[config.mk]
export PLATFORM = sky130hd
export DESIGN_NAME = handler_bin_seq
export DESIGN_NICKNAME = d
export VERILOG_FILES = /design/src/rtl/hseq_pkg.sv /design/src/rtl/hseq_timer.sv /design/src/rtl/hseq_sequencer.sv /design/src/rtl/hseq_line4.sv /design/src/rtl/handler_bin_seq.sv
export SDC_FILE = /design/constraint.sdc
export NUM_CORES = 1
export LEC_CHECK = 0
export ABC_AREA = 1
export BUFFER_PORTS_ARGS = -buffer_cell sky130_fd_sc_hd__buf_2
export CAP_MARGIN = 20
export CORE_MARGIN = 1.5
export CORE_UTILIZATION = 46
export DETAILED_ROUTE_END_ITERATION = 8
export GPL_ROUTABILITY_DRIVEN = 0
export PLACE_DENSITY = 0.75
export SETUP_SLACK_MARGIN = 0.15
export SLEW_MARGIN = 20
export SYNTH_ARGS = -nofsm -noshare
export SYNTH_HDL_FRONTEND = slang
export SYNTH_HIERARCHICAL = 1
export SYNTH_SLANG_ARGS = --single-unit
[constraint.sdc]
create_clock -name clk -period 1.89 [get_ports clk]
set_input_delay 0.2835 -clock clk [delete_from_list [all_inputs] [get_ports clk]]
set_output_delay 0.2835 -clock clk [all_outputs]
set_load 0.05 [all_outputs]
[src/rtl/hseq_pkg.sv]
// Shared types for the handler output sequencer.
// Assumes: the mode encoding below is fixed by the block's port contract.
package hseq_pkg;

    typedef enum logic [1:0] {
        SQ_IDLE  = 2'd0,
        SQ_SETUP = 2'd1,
        SQ_PULSE = 2'd2
    } sq_state_e;

    localparam logic [1:0] MODE_EOT  = 2'b00;
    localparam logic [1:0] MODE_BUSY = 2'b01;

    // True when line 4 acts as an end-of-test latch strobe.
    function automatic logic is_eot(input logic [1:0] m);
        return m == MODE_EOT;
    endfunction

endpackage

[src/rtl/hseq_timer.sv]
// Down-counter that times the setup and pulse phases.
// Loads a cycle count, with 0 forced up to 1, and reports the last cycle.
// Assumes: the user loads it only when a phase starts.
module hseq_timer #(
    parameter int CW = 8
) (
    input  logic          clk,
    input  logic          rst_n,
    input  logic          load,
    input  logic [CW-1:0] load_val,
    output logic          last
);
    logic [CW-1:0] cnt_q;

    // Load on a phase start, then count down to zero and hold there.
    always_ff @(posedge clk) begin
        if (!rst_n)
            cnt_q <= '0;
        else if (load)
            cnt_q <= (load_val == '0) ? CW'(1) : load_val;
        else if (cnt_q != '0)
            cnt_q <= cnt_q - 1'b1;
    end

    assign last = (cnt_q == CW'(1));
endmodule

[src/rtl/hseq_sequencer.sv]
// Sequence controller for the end-of-test strobe.
// On a result it asks for a code load and, in end-of-test mode, runs a
// setup phase and then a pulse phase. A result that arrives during a
// sequence is held in a one-entry slot; the newest result wins.
// Assumes: mode and cycle settings stay constant while a sequence runs.
module hseq_sequencer #(
    parameter int CW = 8
) (
    input  logic          clk,
    input  logic          rst_n,
    input  logic          eot_en,
    input  logic          done_i,
    input  logic          pass_i,
    input  logic [CW-1:0] setup_cyc,
    input  logic [CW-1:0] width_cyc,
    input  logic          tmr_last,
    output logic          tmr_load,
    output logic [CW-1:0] tmr_val,
    output logic          take,
    output logic          take_pass,
    output logic          strobe_on
);
    import hseq_pkg::*;

    sq_state_e st_q, st_d;
    logic      pend_q, pend_d;
    logic      pend_pass_q, pend_pass_d;

    // Work out the next state, timer loads and code-load requests.
    always_comb begin
        st_d        = st_q;
        pend_d      = pend_q;
        pend_pass_d = pend_pass_q;
        tmr_load    = 1'b0;
        tmr_val     = setup_cyc;
        take        = 1'b0;
        take_pass   = done_i ? pass_i : pend_pass_q;
        case (st_q)
            SQ_IDLE: begin
                if (done_i) begin
                    take = 1'b1;
                    if (eot_en) begin
                        st_d     = SQ_SETUP;
                        tmr_load = 1'b1;
                    end
                end
            end
            SQ_SETUP: begin
                if (done_i) begin
                    pend_d      = 1'b1;
                    pend_pass_d = pass_i;
                end
                if (tmr_last) begin
                    st_d     = SQ_PULSE;
                    tmr_load = 1'b1;
                    tmr_val  = width_cyc;
                end
            end
            SQ_PULSE: begin
                if (tmr_last) begin
                    if (done_i || pend_q) begin
                        take     = 1'b1;
                        pend_d   = 1'b0;
                        st_d     = SQ_SETUP;
                        tmr_load = 1'b1;
                    end else begin
                        st_d = SQ_IDLE;
                    end
                end else if (done_i) begin
                    pend_d      = 1'b1;
                    pend_pass_d = pass_i;
                end
            end
            default: st_d = SQ_IDLE;
        endcase
    end

    // Register the state and the queued result.
    always_ff @(posedge clk) begin
        if (!rst_n) begin
            st_q        <= SQ_IDLE;
            pend_q      <= 1'b0;
            pend_pass_q <= 1'b0;
        end else begin
            st_q        <= st_d;
            pend_q      <= pend_d;
            pend_pass_q <= pend_pass_d;
        end
    end

    assign strobe_on = (st_q == SQ_PULSE);
endmodule

[src/rtl/hseq_line4.sv]
// Line 4 driver: holds the busy flag and picks the line 4 level.
// In end-of-test mode line 4 is the strobe at the chosen polarity; in
// the busy modes it is the busy flag or its complement.
// Assumes: mode and polarity are read combinationally, so an idle
// change shows on the line in the same cycle.
module hseq_line4 (
    input  logic       clk,
    input  logic       rst_n,
    input  logic       sot_i,
    input  logic       done_i,
    input  logic [1:0] mode_i,
    input  logic       strobe_low,
    input  logic       strobe_on,
    output logic       line4
);
    import hseq_pkg::*;

    logic busy_q;

    // Busy flag: set by start of test, cleared by test complete (wins).
    always_ff @(posedge clk) begin
        if (!rst_n)
            busy_q <= 1'b0;
        else if (done_i)
            busy_q <= 1'b0;
        else if (sot_i)
            busy_q <= 1'b1;
    end

    // Choose the line 4 level for the selected mode.
    always_comb begin
        if (is_eot(mode_i))
            line4 = strobe_low ^ strobe_on;
        else if (mode_i == MODE_BUSY)
            line4 = busy_q;
        else
            line4 = ~busy_q;
    end
endmodule

[src/rtl/handler_bin_seq.sv]
// Top of the handler output sequencer: bin code register, strobe
// sequencer with its timer, and the line 4 driver.
// Assumes: one-cycle sot_i/done_i strobes; configuration stays constant
// while an end-of-test sequence runs.
module handler_bin_seq #(
    parameter int CODE_W = 3,
    parameter int CW     = 8,
    localparam int PAT_W = CODE_W + 1
) (
    input  logic             clk,
    input  logic             rst_n,
    input  logic             sot_i,
    input  logic             done_i,
    input  logic             pass_i,
    input  logic [PAT_W-1:0] pass_pat_i,
    input  logic [PAT_W-1:0] fail_pat_i,
    input  logic [1:0]       mode_i,
    input  logic             strobe_low_i,
    input  logic [CW-1:0]    setup_cyc_i,
    input  logic [CW-1:0]    width_cyc_i,
    output logic [PAT_W-1:0] lines_o
);
    import hseq_pkg::*;

    logic              tmr_load, tmr_last;
    logic [CW-1:0]     tmr_val;
    logic              take, take_pass, strobe_on, line4;
    logic [CODE_W-1:0] code_q;

    hseq_timer #(.CW(CW)) u_tmr (
        .clk      (clk),
        .rst_n    (rst_n),
        .load     (tmr_load),
        .load_val (tmr_val),
        .last     (tmr_last)
    );

    hseq_sequencer #(.CW(CW)) u_seq (
        .clk       (clk),
        .rst_n     (rst_n),
        .eot_en    (is_eot(mode_i)),
        .done_i    (done_i),
        .pass_i    (pass_i),
        .setup_cyc (setup_cyc_i),
        .width_cyc (width_cyc_i),
        .tmr_last  (tmr_last),
        .tmr_load  (tmr_load),
        .tmr_val   (tmr_val),
        .take      (take),
        .take_pass (take_pass),
        .strobe_on (strobe_on)
    );

    hseq_line4 u_l4 (
        .clk        (clk),
        .rst_n      (rst_n),
        .sot_i      (sot_i),
        .done_i     (done_i),
        .mode_i     (mode_i),
        .strobe_low (strobe_low_i),
        .strobe_on  (strobe_on),
        .line4      (line4)
    );

    // Bin code register: loads the pass or fail code on a take request.
    always_ff @(posedge clk) begin
        if (!rst_n)
            code_q <= '0;
        else if (take)
            code_q <= take_pass ? pass_pat_i[CODE_W-1:0] : fail_pat_i[CODE_W-1:0];
    end

    assign lines_o = {line4, code_q};
endmodule

==> reports/metrics.csv, run 1 <==
stage,metric,value,unit
run_status,status,finished with violations,
run_status,violations,setup timing,
sta,setup_ws,-50.2,ps
clock_network,cts_inserted_buffers,3,
synth,netlist_instances,186,
clock_network,cts-root-buf,clkbuf_4,
sta,setup-violations-final,1,
synth,ys_seq_area_share,26.6,%
layout,drive_above_1_share,42.7,%
critical_path,critPathMaxFanout,5,
die,core.rowCount,18,
sta,fin_crit_sh,103,%
layout,final_cells,271,
drt,via_count,1342,
clock_network,clock_latency,300,ps
layout,areaGrowthSynthToFinish,45.8,%
placement,dp_hpwl,2.11,mm
die,start_util,48.6,%
synth,syn-num-nets,226,
layout,mostFrequentLayoutCells,"40 x nand2_1, 32 x buf_2, 27 x nor2_1",
die,die-area,0.00293,mm^2
critical_path,r2r_start,u_seq/st_q[1],
sta,fmaxAchievable,515,MHz
sta,fin_tns_setup,-50.2,ps
global_routing,grt_usage,24.3,%
drt,avgRoutedWirePerCell,12.2,um
sta,finClkSkew,8.97,ps
global_routing,grt_first_pass_wirelength,5.02,mm
drt,drcViolationCount,0,
synth,syn_area,0.00120,mm^2
critical_path,cp-start-kind,register,
synth,syn_avg_cell_area,6.47,um^2
drt,avgViaCountPerCell,4.95,
clock_network,cts_buffer_depth,2,
die,die_width,54.2,um
clock_network,hold_buffers,0,
layout,final_common_cell,nand2_1,
placement,dpl_worst_slack,44.3,ps
synth,synth_cell_types,23,
power_and_ir_drop,power.density,1560,mW/mm^2
clock_network,htreeDepth,1,
die,die_y,54.2,um
power_and_ir_drop,leakagePower,0.918,nW
run,maxCapViolations,0,
clock_network,cts.reportedPaths.clkPinSlew,100,ps
layout,final_nets,283,
critical_path,cp_data_required_time,2120,ps
synth,ys_ff_latch,16,
critical_path,cp_data_arrival_time,2170,ps
sta,fin_crit,1940,ps
placement,post_dp_cell_area,0.00150,mm^2
placement,dpl.cell_count,260,
critical_path,cp-startpoint,u_seq/st_q[1],
layout,diodes,0,
critical_path,worstSetupEndpointType,register,
global_routing,overflow,0,
power_and_ir_drop,max-vdd-ir-drop,1.04,mV
drt,wl,3.32,mm
global_routing,grt_pass1_vias,1208,
die,core,0.00248,mm^2
global_routing,grt_start_max_net_pins,12,
sta,drv_slew,0,
sta,final_hold_viol_count,0,
critical_path,rr_endpoint,u_tmr/cnt_q[0],
clock_network,cts_tree,built,
worst_hold_path,min_from,done_i,
critical_path,critPathKind,reg2reg,
critical_path,rrSetupSlack,-50,ps
sta,relSlewSlack,72.1,%
global_routing,antenna_found_initial,0,
layout,design_area,0.00176,mm^2
clock_network,numClockSinks,16,
drt,dr.pass1.iters,4,
drt,antenna_left,0,
sta,hold_ws,215,ps
placement,port_buffers,33,
drt,drtIter0Drc,29,
die,io_pins,36,
sta,rsz0062_at_grt,yes,
synth,ys_warn_count,6,
critical_path,r2r_cells,9,
worst_hold_path,hp-class,in2reg,
critical_path,timing.critical_path.to,u_tmr/cnt_q[0],
sta,worst-slew-pin-transition,416,ps
worst max-delay path: stages, from the launching register on:
cell and delay, ps:
dfxtp_2 330, inv_1 60, ha_1 290, nand2_4 170, mux2_2 360, nor2_1 160, nand2_2 100, o21ai_2 150
nand2_1 100, a21oi_2 150
registers in the layout, indices dropped and copies added (netlist names):
name	flops
u_l4/busy_q	1
u_tmr/cnt_q	8
u_seq/pend_pass_q	1
u_seq/st_q	2
u_seq/pend_q	1
code_q	3
how the worst min path moves through the flow:
stage	endpoint	slack [ps]	depth (start not counted)
floorplan	u_l4/busy_q	360	1
global placement	u_seq/pend_pass_q	470	2
detailed placement	u_seq/pend_pass_q	480	2
CTS	u_l4/busy_q	210	2
global route	u_l4/busy_q	220	2
finish	u_l4/busy_q	220	2
stage by stage:
| step | power (W) | utilization (%) |
|---|---|---|
| 2_1_floorplan | 0.00161 | - |
| 3_3_place_gp | 0.00200 | 60.5 |
| 3_5_place_dp | 0.00202 | 60.5 |
| 4_1_cts | 0.00250 | 67.2 |
| 5_1_grt | 0.00294 | 70.9 |
| 6_report | 0.00273 | 70.9 |
what timing repair did:
item	4_1_cts	5_1_grt
setup buffers	4	3
gates cloned	1	0
endpoints found under the setup margin	9	12
pin swaps	15	13
resized for setup	31	20
per-layer routing:
metal  global-route usage, %  vias to the layer above  wire length, um
met1                    25.4                      600             1370
met2                    45.4                       28             1700
met3                    6.39                       10              118
li1                        -                      704                -
met4                    9.17                        0              128
met5                       0                        -                0
cells by family after synthesis:
logic type               Yosys count  share of synthesized area [%]
flip-flops                        16                           26.6
AND/OR/NAND/NOR                  100                           36.0
XOR/XNOR                           2                           1.46
adder cells (fa/ha/maj)            8                           8.32
buffers and inverters             28                           9.35
multiplexers                       8                           7.48
AO/OA/AOI/OAI                     24                           10.8
power breakdown:
part	internal [W]	switching, W
clock	0.0000742	0.000116
combinational	0.000837	0.00110
sequential	0.000492	0.000112
total	0.00140	0.00133
area by class of cell:
cell class	instances	area [um^2]
clock buffer	3	22.5
fill	205	722
inverter	26	100
multi-input combinational	143	930
sequential	16	329
tap	30	37.5
timing repair buffer	53	337
cells in the mapped netlist:
library cell | count | share of area (%)
nand2_1 | 45 | 14
nor2_1 | 31 | 9.7
inv_1 | 26 | 8.1
dfxtp_1 | 16 | 27
nand3_1 | 12 | 5.0
o21ai_0 | 12 | 5.0
ha_1 | 8 | 8.3
mux2_2 | 8 | 7.5
a21oi_1 | 6 | 2.5
nor2_2 | 5 | 2.6
buf_4 | 2 | 1.2
nand2_2 | 2 | 1.0
o21ai_1 | 2 | 0.83
or2_2 | 2 | 1.0
a21oi_2 | 1 | 0.73
a31oi_1 | 1 | 0.52
nand3_2 | 1 | 0.83
nor2_4 | 1 | 0.94
nor3_2 | 1 | 0.83
o211ai_1 | 1 | 0.62
o21bai_1 | 1 | 0.62
xnor2_1 | 1 | 0.73
xor2_1 | 1 | 0.73
Power figures use the tool's default switching activity.
==> run 2, diff against run 1 <==
- ABC_AREA: 1 -> not set
- CORE_MARGIN: 1.5 -> 4
- CORE_UTILIZATION: 46 -> 45
==> reports/metrics.csv, run 2 <==
stage,metric,value,unit,change
run_status,status,finished with violations,,
run_status,violations,setup timing,,
synth,synth_flop_cell,dfxtp_1,,
layout,fin_util,74.0,%,+3.1 points
sta,relSlewSlack,77.9,%,+5.8 points
sta,fin_tns_setup,-1340,ps,-1290 ps
synth,syn_avg_cell_area,8.98,um^2,+39%
placement,dp_hpwl,2.15,mm,+2.2%
layout,top_regs,"u_tmr/cnt_q x8, code_q x3, u_seq/st_q x2",,
synth,synth_area_leaders,"dfxtp_1 29%, mux2_2 9.2%, ha_1 9.1%, nor2_1 4.8%, mux2i_1 3.7%",,
layout,final_cells,214,,-21%
placement,port_buffers,33,,unchanged
critical_path,critPathMaxFanout,6,,+1
layout,areaGrowthSynthToFinish,52.2,%,
synth,syn-num-nets,162,,-28%
clock_network,cts_buffer_depth,2,,unchanged
placement,dpl.cell_count,201,,-23%
critical_path,cp-startpoint,u_tmr/cnt_q[6],,
drt,antenna_left,0,,unchanged
synth,ys_warn_count,6,,unchanged
drt,via_count,1169,,-13%
synth,synth_most_common_cell,dfxtp_1,,
sta,fin_crit_sh,111,%,+8.8 points
critical_path,worstSetupEndpointType,register,,
synth,synth_cell_types,38,,+65%
layout,design_area,0.00167,mm^2,-5.0%
synth,syn_area,0.00110,mm^2,-8.9%
drt,dr.pass1.iters,4,,unchanged
die,die-area,0.00329,mm^2,+12%
die,die_width,57.4,um,+5.9%
global_routing,grt_pass1_vias,1170,,-3.1%
synth,synth_edf_count,0,,unchanged
power_and_ir_drop,leakagePower,0.767,nW,-17%
critical_path,rrSetupSlack,-220,ps,-170 ps
layout,drive_above_1_share,57.5,%,+15 points
layout,mostFrequentLayoutCells,"32 x buf_2, 25 x buf_4, 12 x dfxtp_1",,
die,die_y,57.4,um,+5.9%
critical_path,critPathKind,reg2reg,,
power_and_ir_drop,max-vdd-ir-drop,0.826,mV,-20%
synth,yosysTopAreaCell,dfxtp_1,,
placement,post_dp_cell_area,0.00145,mm^2,-3.1%
global_routing,antenna_found_initial,0,,unchanged
critical_path,r2r_cells,9,,unchanged
critical_path,cp-start-kind,register,,
synth,ys_ff_latch,16,,unchanged
drt,drcViolationCount,0,,unchanged
clock_network,htreeDepth,1,,unchanged
clock_network,numClockSinks,16,,unchanged
global_routing,grt_usage,19.6,%,-4.6 points
sta,setup_ws,-217,ps,-166 ps
layout,largest_reg_flops,8,,unchanged
global_routing,grt_first_pass_wirelength,5.09,mm,+1.2%
drt,avgViaCountPerCell,5.46,,+10%
layout,final_common_cell,buf_2,,
layout,diodes,0,,unchanged
layout,final_nets,227,,-20%
drt,avgRoutedWirePerCell,15.4,um,+26%
clock_network,cts.reportedPaths.clkPinSlew,100,ps,about the same
drt,wl,3.30,mm,-0.51%
synth,synth_top_area_share,29.2,%,+2.6 points
synth,synth_async_sr_flop_share,0,%,unchanged
die,start_util,48.6,%,about the same
die,core,0.00225,mm^2,-9.0%
critical_path,r2r_start,u_tmr/cnt_q[6],,
sta,hold_ws,258,ps,+42.6 ps
sta,fin_crit,2110,ps,+166 ps
sta,fmaxAchievable,475,MHz,-7.9%
global_routing,grt_start_max_net_pins,11,,-1
critical_path,timing.critical_path.to,u_tmr/cnt_q[7],,
power_and_ir_drop,power.density,1370,mW/mm^2,-12%
clock_network,cts_inserted_buffers,3,,unchanged
synth,netlist_instances,122,,-34%
sta,final_hold_viol_count,0,,unchanged
critical_path,cp_data_arrival_time,2320,ps,+150 ps
synth,ys_seq_area_share,29.2,%,+2.6 points
global_routing,overflow,0,,unchanged
clock_network,cts-root-buf,clkbuf_4,,
sta,drv_slew,0,,unchanged
critical_path,cp_data_required_time,2100,ps,-20 ps
sta,rsz0062_at_grt,yes,,
synth,synth_commonest_cells,"16 x dfxtp_1, 14 x nor2_1, 9 x mux2_2",,
critical_path,rr_endpoint,u_tmr/cnt_q[7],,
sta,worst-slew-pin-transition,328,ps,-87.8 ps
clock_network,clock_latency,290,ps,about the same
die,core.rowCount,17,,-1
layout,max_flop_register,u_tmr/cnt_q,,
sta,setup-violations-final,8,,+7
sta,finClkSkew,1.45,ps,-7.52 ps
worst_hold_path,hp-class,in2reg,,
clock_network,cts_tree,built,,
die,io_pins,36,,unchanged
drt,drtIter0Drc,39,,+34%
run,maxCapViolations,0,,unchanged
==> run 2: power breakdown <==
| part | switching [W] | internal (W) |
|---|---|---|
| clock | 0.000115 | 0.000117 |
| sequential | 0.0000874 | 0.000469 |
| combinational | 0.000765 | 0.000733 |
| total | 0.000967 | 0.00132 |
==> run 2: kinds of logic after synthesis <==
logic type / Yosys count / synth area share [%]
buffers and inverters: 10 / 3.88
DFF: 16 / 29.2
AOI/OAI and AO/OA: 30 / 19.2
xor gates and xnor gates: 7 / 5.59
muxes: 13 / 12.9
and+or+nand+nor: 38 / 20.1
adders and majority gates: 8 / 9.13
==> run 2: layout make-up <==
| type | count | area [um^2] |
|---|---|---|
| clock buffer | 4 | 36.3 |
| timing repair buffer | 63 | 415 |
| multi-input combinational | 96 | 827 |
| sequential | 16 | 328 |
| tap | 28 | 35.0 |
| inverter | 7 | 26.3 |
| fill | 163 | 587 |
==> run 2: metrics by stage <==
stage	setup WS [ps]	total power [W]
detailed placement	-180	0.00177
CTS	-149	0.00215
global route	-330	0.00244
finish	-217	0.00229
floorplan	-47.3	0.00139
global placement	-132	0.00171
==> run 2: how the worst min path moves through the flow <==
stage	from	endpoint	slack [ps]	depth (start not counted)
6_report	sot_i	u_l4/busy_q	260	3
5_1_grt	done_i	u_l4/busy_q	260	2
4_1_cts	sot_i	u_l4/busy_q	250	3
3_5_place_dp	u_seq/pend_pass_q	u_seq/pend_pass_q	500	2
3_3_place_gp	u_seq/pend_pass_q	u_seq/pend_pass_q	470	2
2_1_floorplan	done_i	u_l4/busy_q	360	1
==> run 2: routing by layer <==
metal | global-route usage, % | share of wire [%] | wire [um]
met1 | 23.0 | 41 | 1350
met2 | 35.8 | 53 | 1740
met3 | 2.71 | 4.8 | 160
met4 | 6.95 | 1.3 | 44
met5 | 0 | 0 | 0
==> run 2: what timing repair did <==
action                                  4_1_cts  5_1_grt
buffers inserted                              6        3
resized for setup                            17       13
endpoints found under the setup margin       11       14
pin swaps                                     9        8
hold buffers                                  0        0
==> run 2: critical path, stage by stage (launching register included) <==
cell,delay (ps)
dfxtp_2,350
nor4_4,300
and3_4,250
buf_4,110
buf_6,90
o211ai_1,120
a31oi_1,250
buf_4,210
o21ai_4,110
a211oi_2,230
